===== src/rtl/be_lane_aligner.sv =====
module be_lane_aligner #(
  parameter int IMM_W = 16
) (
  input  logic        clk,
  input  logic        rst_n,
  input  logic        req_valid,
  input  logic        req_store,
  input  logic [1:0]  req_size,
  input  logic        req_unsigned,
  input  logic [31:0] req_base,
  input  logic [IMM_W-1:0] req_imm,
  input  logic [31:0] req_wdata,
  output logic [31:0] mem_addr,
  output logic [3:0]  mem_be,
  output logic        mem_we,
  output logic        mem_re,
  output logic [31:0] mem_wdata,
  output logic        misalign,
  input  logic [31:0] mem_rdata,
  output logic        ld_valid,
  output logic [31:0] ld_data
);
  localparam int EXT_W = 32 - IMM_W;

  logic [31:0] ea;
  logic [1:0]  off;
  logic [3:0]  lanes;
  logic        bad;

  assign ea       = req_base + {{EXT_W{req_imm[IMM_W-1]}}, req_imm};
  assign off      = ea[1:0];
  assign mem_addr = {ea[31:2], 2'b00};

  always_comb begin
    case (req_size)
      2'b00:   begin lanes = 4'b1000 >> off;                  bad = 1'b0;    end
      2'b01:   begin lanes = off[1] ? 4'b0011 : 4'b1100;      bad = off[0];  end
      2'b10:   begin lanes = 4'b1111;                          bad = |off;    end
      default: begin lanes = 4'b0000;                          bad = 1'b1;    end
    endcase
  end

  assign misalign = req_valid & bad;
  assign mem_be   = (req_valid && !bad) ? lanes : 4'b0000;
  assign mem_we   = req_valid & ~bad & req_store;
  assign mem_re   = req_valid & ~bad & ~req_store;

  always_comb begin
    case (req_size)
      2'b00:   mem_wdata = {4{req_wdata[7:0]}};
      2'b01:   mem_wdata = {2{req_wdata[15:0]}};
      default: mem_wdata = req_wdata;
    endcase
  end

  logic       ld_pend;
  logic [1:0] ld_size;
  logic       ld_uns;
  logic [1:0] ld_off;

  always_ff @(posedge clk or negedge rst_n) begin
    if (!rst_n) begin
      ld_pend <= 1'b0;
      ld_size <= 2'b00;
      ld_uns  <= 1'b0;
      ld_off  <= 2'b00;
    end else begin
      ld_pend <= mem_re;
      if (mem_re) begin
        ld_size <= req_size;
        ld_uns  <= req_unsigned;
        ld_off  <= off;
      end
    end
  end

  logic [7:0]  sel_b;
  logic [15:0] sel_h;

  always_comb begin
    case (ld_off)
      2'd0:    sel_b = mem_rdata[31:24];
      2'd1:    sel_b = mem_rdata[23:16];
      2'd2:    sel_b = mem_rdata[15:8];
      default: sel_b = mem_rdata[7:0];
    endcase
  end

  assign sel_h = ld_off[1] ? mem_rdata[15:0] : mem_rdata[31:16];

  always_comb begin
    case (ld_size)
      2'b00:   ld_data = {{24{~ld_uns & sel_b[7]}}, sel_b};
      2'b01:   ld_data = {{16{~ld_uns & sel_h[15]}}, sel_h};
      default: ld_data = mem_rdata;
    endcase
  end

  assign ld_valid = ld_pend;

  AST_BYTE_ONE_LANE: assert property (@(posedge clk) disable iff (!rst_n)
    (req_valid && req_size == 2'b00) |-> ($countones(mem_be) == 1 && !misalign));
  AST_HALF_TWO_LANES: assert property (@(posedge clk) disable iff (!rst_n)
    (req_valid && req_size == 2'b01 && !misalign) |-> (mem_be == 4'b1100 || mem_be == 4'b0011));
  AST_MISALIGN_QUIET: assert property (@(posedge clk) disable iff (!rst_n)
    misalign |-> (mem_be == 4'b0000 && !mem_we && !mem_re));
  AST_STROBE_EXCL: assert property (@(posedge clk) disable iff (!rst_n)
    !(mem_we && mem_re));
  AST_READ_RETURNS: assert property (@(posedge clk) disable iff (!rst_n)
    mem_re |=> ld_valid);
  AST_NO_SPURIOUS_LOAD: assert property (@(posedge clk) disable iff (!rst_n)
    !mem_re |=> !ld_valid);
endmodule


===== config.mk =====
export PLATFORM = sky130hd
export DESIGN_NAME = be_lane_aligner
export DESIGN_NICKNAME = d
export VERILOG_FILES = /design/src/rtl/be_lane_aligner.sv
export SDC_FILE = /design/constraint.sdc
export NUM_CORES = 1
export LEC_CHECK = 0
export BUFFER_PORTS_ARGS = -buffer_cell sky130_fd_sc_hd__clkbuf_2
export CAP_MARGIN = 20
export CORE_ASPECT_RATIO = 1.25
export CORE_MARGIN = 1
export CORE_UTILIZATION = 38
export DETAILED_ROUTE_END_ITERATION = 16
export PLACE_DENSITY = 0.82
export SLEW_MARGIN = 20
export SYNTH_ARGS = -nofsm -noshare
export SYNTH_HDL_FRONTEND = slang
export SYNTH_SLANG_ARGS = --single-unit

===== constraint.sdc =====
create_clock -name clk -period 3.2 [get_ports clk]
set_clock_uncertainty 0.05 [all_clocks]
set_input_delay 0.64 -clock clk [delete_from_list [all_inputs] [get_ports clk]]
set_output_delay 0.64 -clock clk [all_outputs]
set_load 0.01 [all_outputs]

* After elaboration in Yosys (flattened, before gate mapping)
Index checks and enable logic that the tools add are counted.
Word-level totals: flip-flop bits (word level) 6, input bits 119, output and inout port bits 104
Cells by class: bitwise gates (word level) 9, shifts and indexed selects 1, equal/unequal tests 5, reduce and logical (&&, ||, !) cells 6, multiplexer cells 8, add/subtract/negate cells 1
Operators with widths (count):
- $pmux 32 s2 | 2
- $add 32x32->32 | 1
- $pmux 8 s3 | 1
- $mux 16 | 1
- $pmux 4 s3 | 1
- $mux 4 | 2
- $and 1x1->1 | 6
- $eq 2x1->1 const B | 3
- $logic_not 2->1 | 3
- $eq 2x2->1 const B | 2
- $shr 4x2->4 const A | 1
- $not 1->1 | 3
- $pmux 1 s3 | 1
- $reduce_or 2->1 | 1
- $logic_and 1x1->1 | 1
- $logic_not 1->1 | 1

* Longest topological paths before layout
Gate-level depths: netlist (run 1).
depth after elaboration 6, gate-level depth with buffers 10

* Worst setup path after synthesis (run 1)
OpenSTA, ideal clock, no wires.
path kind input-to-output, from in req_base[0], to out mem_addr[30], stages on the path 10, arrival 2.533 ns, path slack -0.023 ns, path buffers 1, required time 2.510 ns, cell sequence ha_1 > inv_1 > fa_1 > nor2b_1 > o211ai_1 > a211o_1 > a31oi_4 > a21oi_1 > o211ai_1 > buf_4
Between the ends: cells in the longest elaborated chain, start to end 1
RTL lines:
- start, declared | line 10 | input logic [31:0] req_base,
- $add 32x32->32 | line 30 | assign ea = req_base + {{EXT_W{req_imm[IMM_W-1]}}, req_imm};
- end, declared | line 13 | output logic [31:0] mem_addr,
Every way passes these cells.

* Worst setup path in the final report (run 1)
from in req_base[0], to out mem_addr[28]
The elaborated chain is that of the path after synthesis.

==> impl_summary.txt, run 1 <==
----------------------------------------------------
[Critical path]
  Arrival time at the worst endpoint ... 2.67 ns
  Crit-path leading delay family ... compound AO/OA/AOI/OAI gates
  Endpoint required time on the critical path ... 2.51 ns
  R2r startpoint ... ld_size[1]
  Total buffers and inverters traversed by the critical path ... 4
  Sort of element at the start of the critical path ... input pin
  Maximum net fanout on the critical path ... 3
  Stages on the worst setup path ... 12
  List of cells traversed by the critical path ... buf_8 -> ha_4 -> inv_2 -> fa_2 -> nor2b_2 -> o211ai_1 -> buf_4 -> a211oi_4 -> o311ai_4 -> a211o_1 -> o211a_1 -> buf_2
  Largest incremental delay on the critical path ... 0.34 ns
  Worst setup EP type ... output port
  Critical path type ... input pin to output port
  R2r endpoint ... ld_size[1]
  Cell with the biggest individual delay on the critical path ... fa_2
  Logic depth of the worst register-to-register path ... 1
  Worst setup slack for register-to-register paths ... 2.07 ns

[Power and ir drop]
  Power per Cell Area ... approximately 330 mW/mm^2
  Leakage power ... 0.00289 uW
  Worst vdd rail ir drop ... about 0.00017 V

[Drt]
  Drt first pass iters ... 5
  Number of routed nets with antenna violations ... 0
  Wirelength per Cell ... 14.8 um
  Drc violations ... 0
  Post-Route WL ... 13.2 mm
  Via density per instance ... between 5 and 6
  Initial DRC count ... 181
  Via count of the routed design ... 4777

[Placed design]
  Total cell area at the placement stage ... between 0.005 and 0.006 mm^2
  Estimated wirelength of the detail-placed design ... 10.4 mm
  Placer congestion estimate ... approximately 0.9
  Port Buffer Count ... 220

[Synth]
  Number of flops mapped to enable cells by yosys ... 0
  Cell with the most instances after synthesis ... nand2_1
  Synth warnings ... 0
  Synth top area share ... 10.8%
  Post-synth ARST share ... 100%
  Proportion of synthesized chip area in sequential cells ... 4.17%
  Top post-synthesis cells by count ... 84 x nand2_1, 41 x buf_4, 36 x o21ai_0
  Cell types occupying the most area after synthesis ... ha_1 11%, mux2_2 8.8%, nand2_1 8.8%, buf_4 8.6%, o21ai_0 5.0%
  Gate count after technology mapping ... slightly above 500
  Leading register cell type out of synthesis ... dfrtp_1
  Dominant cell type by area after synthesis ... ha_1
  Mapped cell area ... 0.00360 mm^2
  Flop and latch count out of synthesis ... 6
  Count of different cell masters after synthesis ... 71
  Synthesized area divided by synthesized cell count ... 7.05 um^2

[STA]
  Max frequency ... just under 0.3 GHz
  Final Cycle Share ... 105%
  Transition time at the pin with the least slew margin ... slightly below 0.6 ns
  Time the worst path needs with I/O delays and setup ... between 3 and 4 ns
  Final hold violation count ... 0
  Relative slew margins ... about 60%
  Worst Slack Setup Final ... -0.163 ns
  RSZ-0062 raised after global routing ... yes
  Worst-case hold slack ... roughly 0.18 ns
  Final setup violation count ... 14
  Count of final max-slew check failures ... 0

[CTS]
  Total CTS buffers ... 3
  CTS tree ... yes
  Buffer type at the clock tree root ... clkbuf_16
  H-Tree Depth ... 1
  Worst-Skew Late Latency ... approximately 0.23 ns
  Total number of clock tree sinks ... 6
  Clock Pin Slew Worst Setup and Hold Paths ... 0.03 ns
  Maximum clock path buffer count ... 2

[Floorplan]
  IO Pins ... 223
  Die extent in x ... 89.0 um
  Die span in y ... 111 um
  Initial core utilization ... 39.2%
  Die footprint ... 0.00986 mm^2
  Row Count ... 39
  Core box area ... 0.00917 mm^2

[Final layout]
  Count of antenna diodes in the layout ... 0
  Ratio of cells with drive above 1 in the final layout ... a little over half
  Layout fillers ... 797
  Synth-to-layout area growth ... 58.3%
  Net total in the final layout ... between 900 and 1000
  Total non-filler cell area in the finished layout ... 0.00569 mm^2

[GRT]
  Largest net degree at the start of global routing ... 27
  Overall global routing resource usage ... about a quarter
  First-pass GRT wire length ... 19.6 mm
  Via count of the first global-routing pass ... 4442
  Antenna violations before repair ... 0
  Overall overflow remaining after global route ... 0

[Flow run]
  Maximum capacitance violations ... 0

[Outcome]
  Outcome ... finished with violations
  Failing checks ... setup timing

[Min path]
  Path class of the lowest-slack min-delay path ... input pin to asynchronous set/reset pin

----------------------------------------------------
metal layers:
metal	GRT usage [%]	routed length (um)	vias to the layer above
met5	0	0	-
met1	26.2	5060	2166
li1	-	-	2343
met3	2.31	881	46
met4	9.84	448	0
met2	48.2	6810	222
logic make-up (layout without fill, tap and decap cells):
family	count (synthesis)	after routing	share of synthesized area, %
and+or+nand+nor	168	168	21.9
AOI/OAI and AO/OA	159	159	31.1
buffers and inverters	82	337	13.6
muxes	39	39	12.2
adders and majority gates	32	32	11.3
xor gates and xnor gates	23	23	5.60
DFF	6	6	4.17
other	1	2	0.104
metrics by stage:
stage	util, %	setup slack [ns]	TNS [ns]	instances	power (uW)
5_1_grt	62.1	-0.248	-2.62	889	2040
6_report	62.1	-0.163	-1.15	889	1890
4_1_cts	60.6	-0.169	-1.22	889	1830
2_1_floorplan	-	0.0214	0	511	1070
3_5_place_dp	55.5	-0.306	-3.11	874	1550
3_3_place_gp	55.5	-0.260	-2.61	874	1530
worst max path at each step:
stage,end,startpoint
2_1_floorplan,mem_addr[22],req_base[0]
3_3_place_gp,mem_addr[22],req_base[0]
3_5_place_dp,mem_addr[18],req_base[0]
4_1_cts,mem_addr[14],req_imm[0]
5_1_grt,mem_addr[28],req_base[0]
6_report,mem_addr[28],req_base[0]
layout by cell type, fill, tap and decap left out, types with 16 or more instances in the layout:
cell type,Yosys,final
buf_2,2,16
mux2_2,28,28
a21oi_1,30,22
clkbuf_2,1,201
ha_4,0,16
nand2_1,84,82
buf_4,41,94
o21ai_0,36,31
xnor2_1,18,17
nor2_1,24,23
layout make-up:
class                           count  area (um^2)  share of cell area [%]
Multi-Input combinational cell    423         3350                    58.9
Timing Repair Buffer              319         1900                    33.4
Tap cell                          123          154                    2.70
Inverter                           15         56.3                   0.989
Sequential cell                     6          150                    2.64
Clock buffer                        3         75.1                    1.32
where the power goes:
part	internal (uW)	total [uW]	switching [uW]
Clock	160	200	39.8
Combinational	736	1570	830
Sequential	93.6	121	27.5
registers in the layout (all words and copies together), names as in the netlist:
signal / flops
ld_off: 2
ld_size: 2
ld_uns: 1
ld_valid: 1
timing repair:
action                                  CTS  global route
resized for setup                        42            46
cloned                                    0             0
pin swaps                                23            30
endpoints found under the setup margin   19            20
buffers inserted                         13             1
hold buffers                              0             0
Power figures use the tool's default switching activity.
==> run 2: changes to the inputs <==
--- a/config.mk
+++ b/config.mk
@@ -5,13 +5,14 @@
 export SDC_FILE = /design/constraint.sdc
 export NUM_CORES = 1
 export LEC_CHECK = 0
+export ABC_AREA = 1
 export BUFFER_PORTS_ARGS = -buffer_cell sky130_fd_sc_hd__clkbuf_2
 export CAP_MARGIN = 20
 export CORE_ASPECT_RATIO = 1.25
 export CORE_MARGIN = 1
 export CORE_UTILIZATION = 38
 export DETAILED_ROUTE_END_ITERATION = 16
-export PLACE_DENSITY = 0.82
+export PLACE_DENSITY = 0.8
 export SLEW_MARGIN = 20
 export SYNTH_ARGS = -nofsm -noshare
 export SYNTH_HDL_FRONTEND = slang
==> run 2 against run 1 <==
Effect of this change: die area rose by 11%; the flow now finishes without violations; utilization is 13 points lower; largest cell class unchanged; critical endpoint is now mem_addr[22]; non-clock buffer count shrank 93; register-to-register slack lost 0.05 ns; area after synthesis is 11% higher; via count is 10% higher; critical path depth grew 2; largest power group unchanged.
==> impl_summary.txt, run 2 <==
----------------------------------------------------
[Power and ir drop]
  Leakage power ... 0.00336 uW
  Proportion of power drawn by combinational gates ... 81.6%
  Net switching power figure ... 898 uW
  Part of the total power dissipated in the clock network ... 12.0%
  Sw Share ... 53.6%
  Worst vdd rail ir drop ... 0.000239 V
  Seq pwr share ... 6.4%
  Power per Cell Area ... 337 mW/mm^2
  Int Pwr ... between 700 and 800 uW

[Critical path]
  List of cells traversed by the critical path ... clkbuf_2 -> ha_1 -> inv_1 -> fa_1 -> inv_1 -> nand2_1 -> nand3_1 -> nand2_1 -> nand2_1 -> nand2_1 -> nand2_1 -> nand2_1 -> nand2_1 -> clkbuf_2
  Worst setup EP type ... output port
  Worst setup slack for register-to-register paths ... 2.02 ns
  Total buffers and inverters traversed by the critical path ... 4
  Largest incremental delay on the critical path ... 0.39 ns
  Endpoint required time on the critical path ... around 2.5 ns
  Crit-path leading delay family ... simple AND/OR/NAND/NOR gates
  Arrival time at the worst endpoint ... between 2 and 2.5 ns
  Maximum net fanout on the critical path ... 3
  Setup crit start ... req_imm[0]
  R2r startpoint ... ld_size[1]
  Critical path type ... input pin to output port
  Most common cell on crit path ... nand2_1
  Cell with the biggest individual delay on the critical path ... fa_1
  Sort of element at the start of the critical path ... input pin

[Final layout]
  Net total in the final layout ... 1116
  Count of antenna diodes in the layout ... 0
  Largest registers ... ld_off (2), ld_size (2)
  Ratio of cells with drive above 1 in the final layout ... 25.8%
  Most frequent cells in the layout ... 321 x nand2_1, 219 x clkbuf_2, 146 x inv_1
  Synth-to-layout area growth ... 24.7%
  Most common cell after layout, fill and taps aside ... nand2_1

[STA]
  Worst Slack Setup Final ... 0.132 ns
  Max frequency ... 0.326 GHz
  Time the worst path needs with I/O delays and setup ... around 3.1 ns
  Final setup violation count ... 0
  Relative slew margins ... 62.9%
  Setup TNS Final ... 0 ns
  Count of final max-slew check failures ... 0
  Final hold violation count ... 0
  Final Cycle Share ... 95.9%
  Transition time at the pin with the least slew margin ... 0.553 ns

[Synth]
  Simple-gate portion of the synthesized area ... 43.3%
  Flop and latch count out of synthesis ... 6
  Number of flops mapped to enable cells by yosys ... 0
  Mapped cell area ... 0.00399 mm^2
  XOR/XNOR share of the synthesized area ... 3.29%
  Multiplexer share of the synthesized area ... 0%
  Synth warnings ... 0
  Top post-synthesis cells by count ... 321 x nand2_1, 146 x inv_1, 52 x nor2_1
  Count of different cell masters after synthesis ... 34
  Post-synth ARST share ... 100%
  Main combinational cell family by area after synthesis ... simple AND/OR/NAND/NOR gates
  Leading register cell type out of synthesis ... dfrtp_1
  Gate count after technology mapping ... between 700 and 800
  Synthesized area divided by synthesized cell count ... 5.06 um^2
  Proportion of synthesized chip area in sequential cells ... 3.76%
  Cell with the most instances after synthesis ... nand2_1
  Dominant cell type by area after synthesis ... nand2_1
  Fraction of the mapped netlist area in compound gates ... 14.9%
  Synth top area share ... 30.2%
  Cell types occupying the most area after synthesis ... nand2_1 30%, inv_1 14%, ha_1 9.7%, buf_4 8.1%, o211ai_1 5.8%
  Adder-Cell Fraction of Synth Area ... 10.2%

[Drt]
  Number of routed nets with antenna violations ... 0
  Drt first pass iters ... 5
  Initial DRC count ... 220
  Wirelength per Cell ... 11.6 um
  Drc violations ... 0
  Post-Route WL ... approximately 13 mm
  Via density per instance ... 4.81
  Via count of the routed design ... roughly 5300

[GRT]
  First-pass GRT wire length ... 19.9 mm
  Largest net degree at the start of global routing ... 26
  Overall overflow remaining after global route ... 0
  Overall global routing resource usage ... between 20% and 30%
  Antenna violations before repair ... 1
  Via count of the first global-routing pass ... approximately 4600

[Min path]
  Path class of the lowest-slack min-delay path ... input pin to asynchronous set/reset pin

[Floorplan]
  IO Pins ... 223
  Initial core utilization ... 39.3%
  Row Count ... 41
  Core box area ... 0.0102 mm^2
  Die footprint ... 0.0109 mm^2
  Die span in y ... 117 um
  Die extent in x ... between 90 and 100 um

[CTS]
  Buffer type at the clock tree root ... clkbuf_16
  Clock Pin Slew Worst Setup and Hold Paths ... 0.04 ns
  Maximum clock path buffer count ... 2
  H-Tree Depth ... 1
  Total number of clock tree sinks ... 6
  Total CTS buffers ... 3
  Worst-Skew Late Latency ... 0.22 ns
  CTS tree ... yes
  Buffers inserted during post-CTS setup optimization ... 0

[Outcome]
  Outcome ... completed

[Placed design]
  Post-placement worst setup slack ... 0.142 ns
  Estimated wirelength of the detail-placed design ... 10.9 mm
  Placer congestion estimate ... 0.987
  Port Buffer Count ... 220

[Flow run]
  Maximum capacitance violations ... 0

----------------------------------------------------
==> run 2: logic make-up after synthesis <==
| family | count (synthesis) |
|---|---|
| and+or+nand+nor | 434 |
| other | 1 |
| xor gates and xnor gates | 15 |
| buffers and inverters | 206 |
| DFF | 6 |
| adders and majority gates | 32 |
| AOI/OAI and AO/OA | 94 |
==> run 2: worst reg2reg max path: stages, from the launching register on <==
cell and delay [ns]:
dfrtp_1 0.35, buf_4 0.24, clkinv_1 0.27, o21ai_2 0.19
==> run 2: final timing paths <==
kind | cells past startpoint | end
setup / recovery | 14 | mem_addr[22]
setup reg to reg | 3 | ld_size[1]
hold reg to reg | 2 | ld_uns
hold / removal | 1 | ld_off[1]
max in group asynchronous | 1 | ld_size[1]
min in group clk | 2 | ld_uns
==> run 2: final cells by class <==
cell class                 instances  area [um^2]
tap                              129          161
sequential                         6          150
fill                            1136         5180
timing repair buffer             226         1150
inverter                         151          567
multi-input combinational        577         2880
clock buffer                       3         75.1
==> run 2: power groups by stage <==
stage                     Clock (uW)  Sequential [uW]  Combinational [uW]
after floorplan                    0              103                 979
after global placement             0              107                1350
after detailed placement           0              107                1360
after CTS                        203              107                1370
after global routing             213              109                1530
final                            201              107                1370
==> run 2: stage by stage <==
stage          area (um^2)  power (uW)  std cells  util [%]  hold WS [ns]
6_report              4980        1670       1092      49.0         0.184
5_1_grt               4980        1850       1092      49.0         0.194
4_1_cts               4970        1680       1092      48.9         0.189
3_5_place_dp          4890        1470       1089      48.2         0.424
3_3_place_gp          4890        1460       1089      48.2         0.421
2_1_floorplan         3990        1080        789         -         0.294
==> run 2: timing repair <==
item	in CTS	in global routing
gates resized for setup	0	3
setup endpoints to repair	0	5
hold buffers	0	0
==> run 2: routing by layer <==
metal | wire length, um | share of wire [%] | track usage, % | vias to the layer above
met5 | 13 | 0.10 | 0 | -
met2 | 6280 | 50 | 44.8 | 213
met4 | 278 | 2.2 | 4.92 | 2
li1 | - | - | - | 2756
met3 | 930 | 7.4 | 3.58 | 27
met1 | 5120 | 41 | 24.5 | 2257
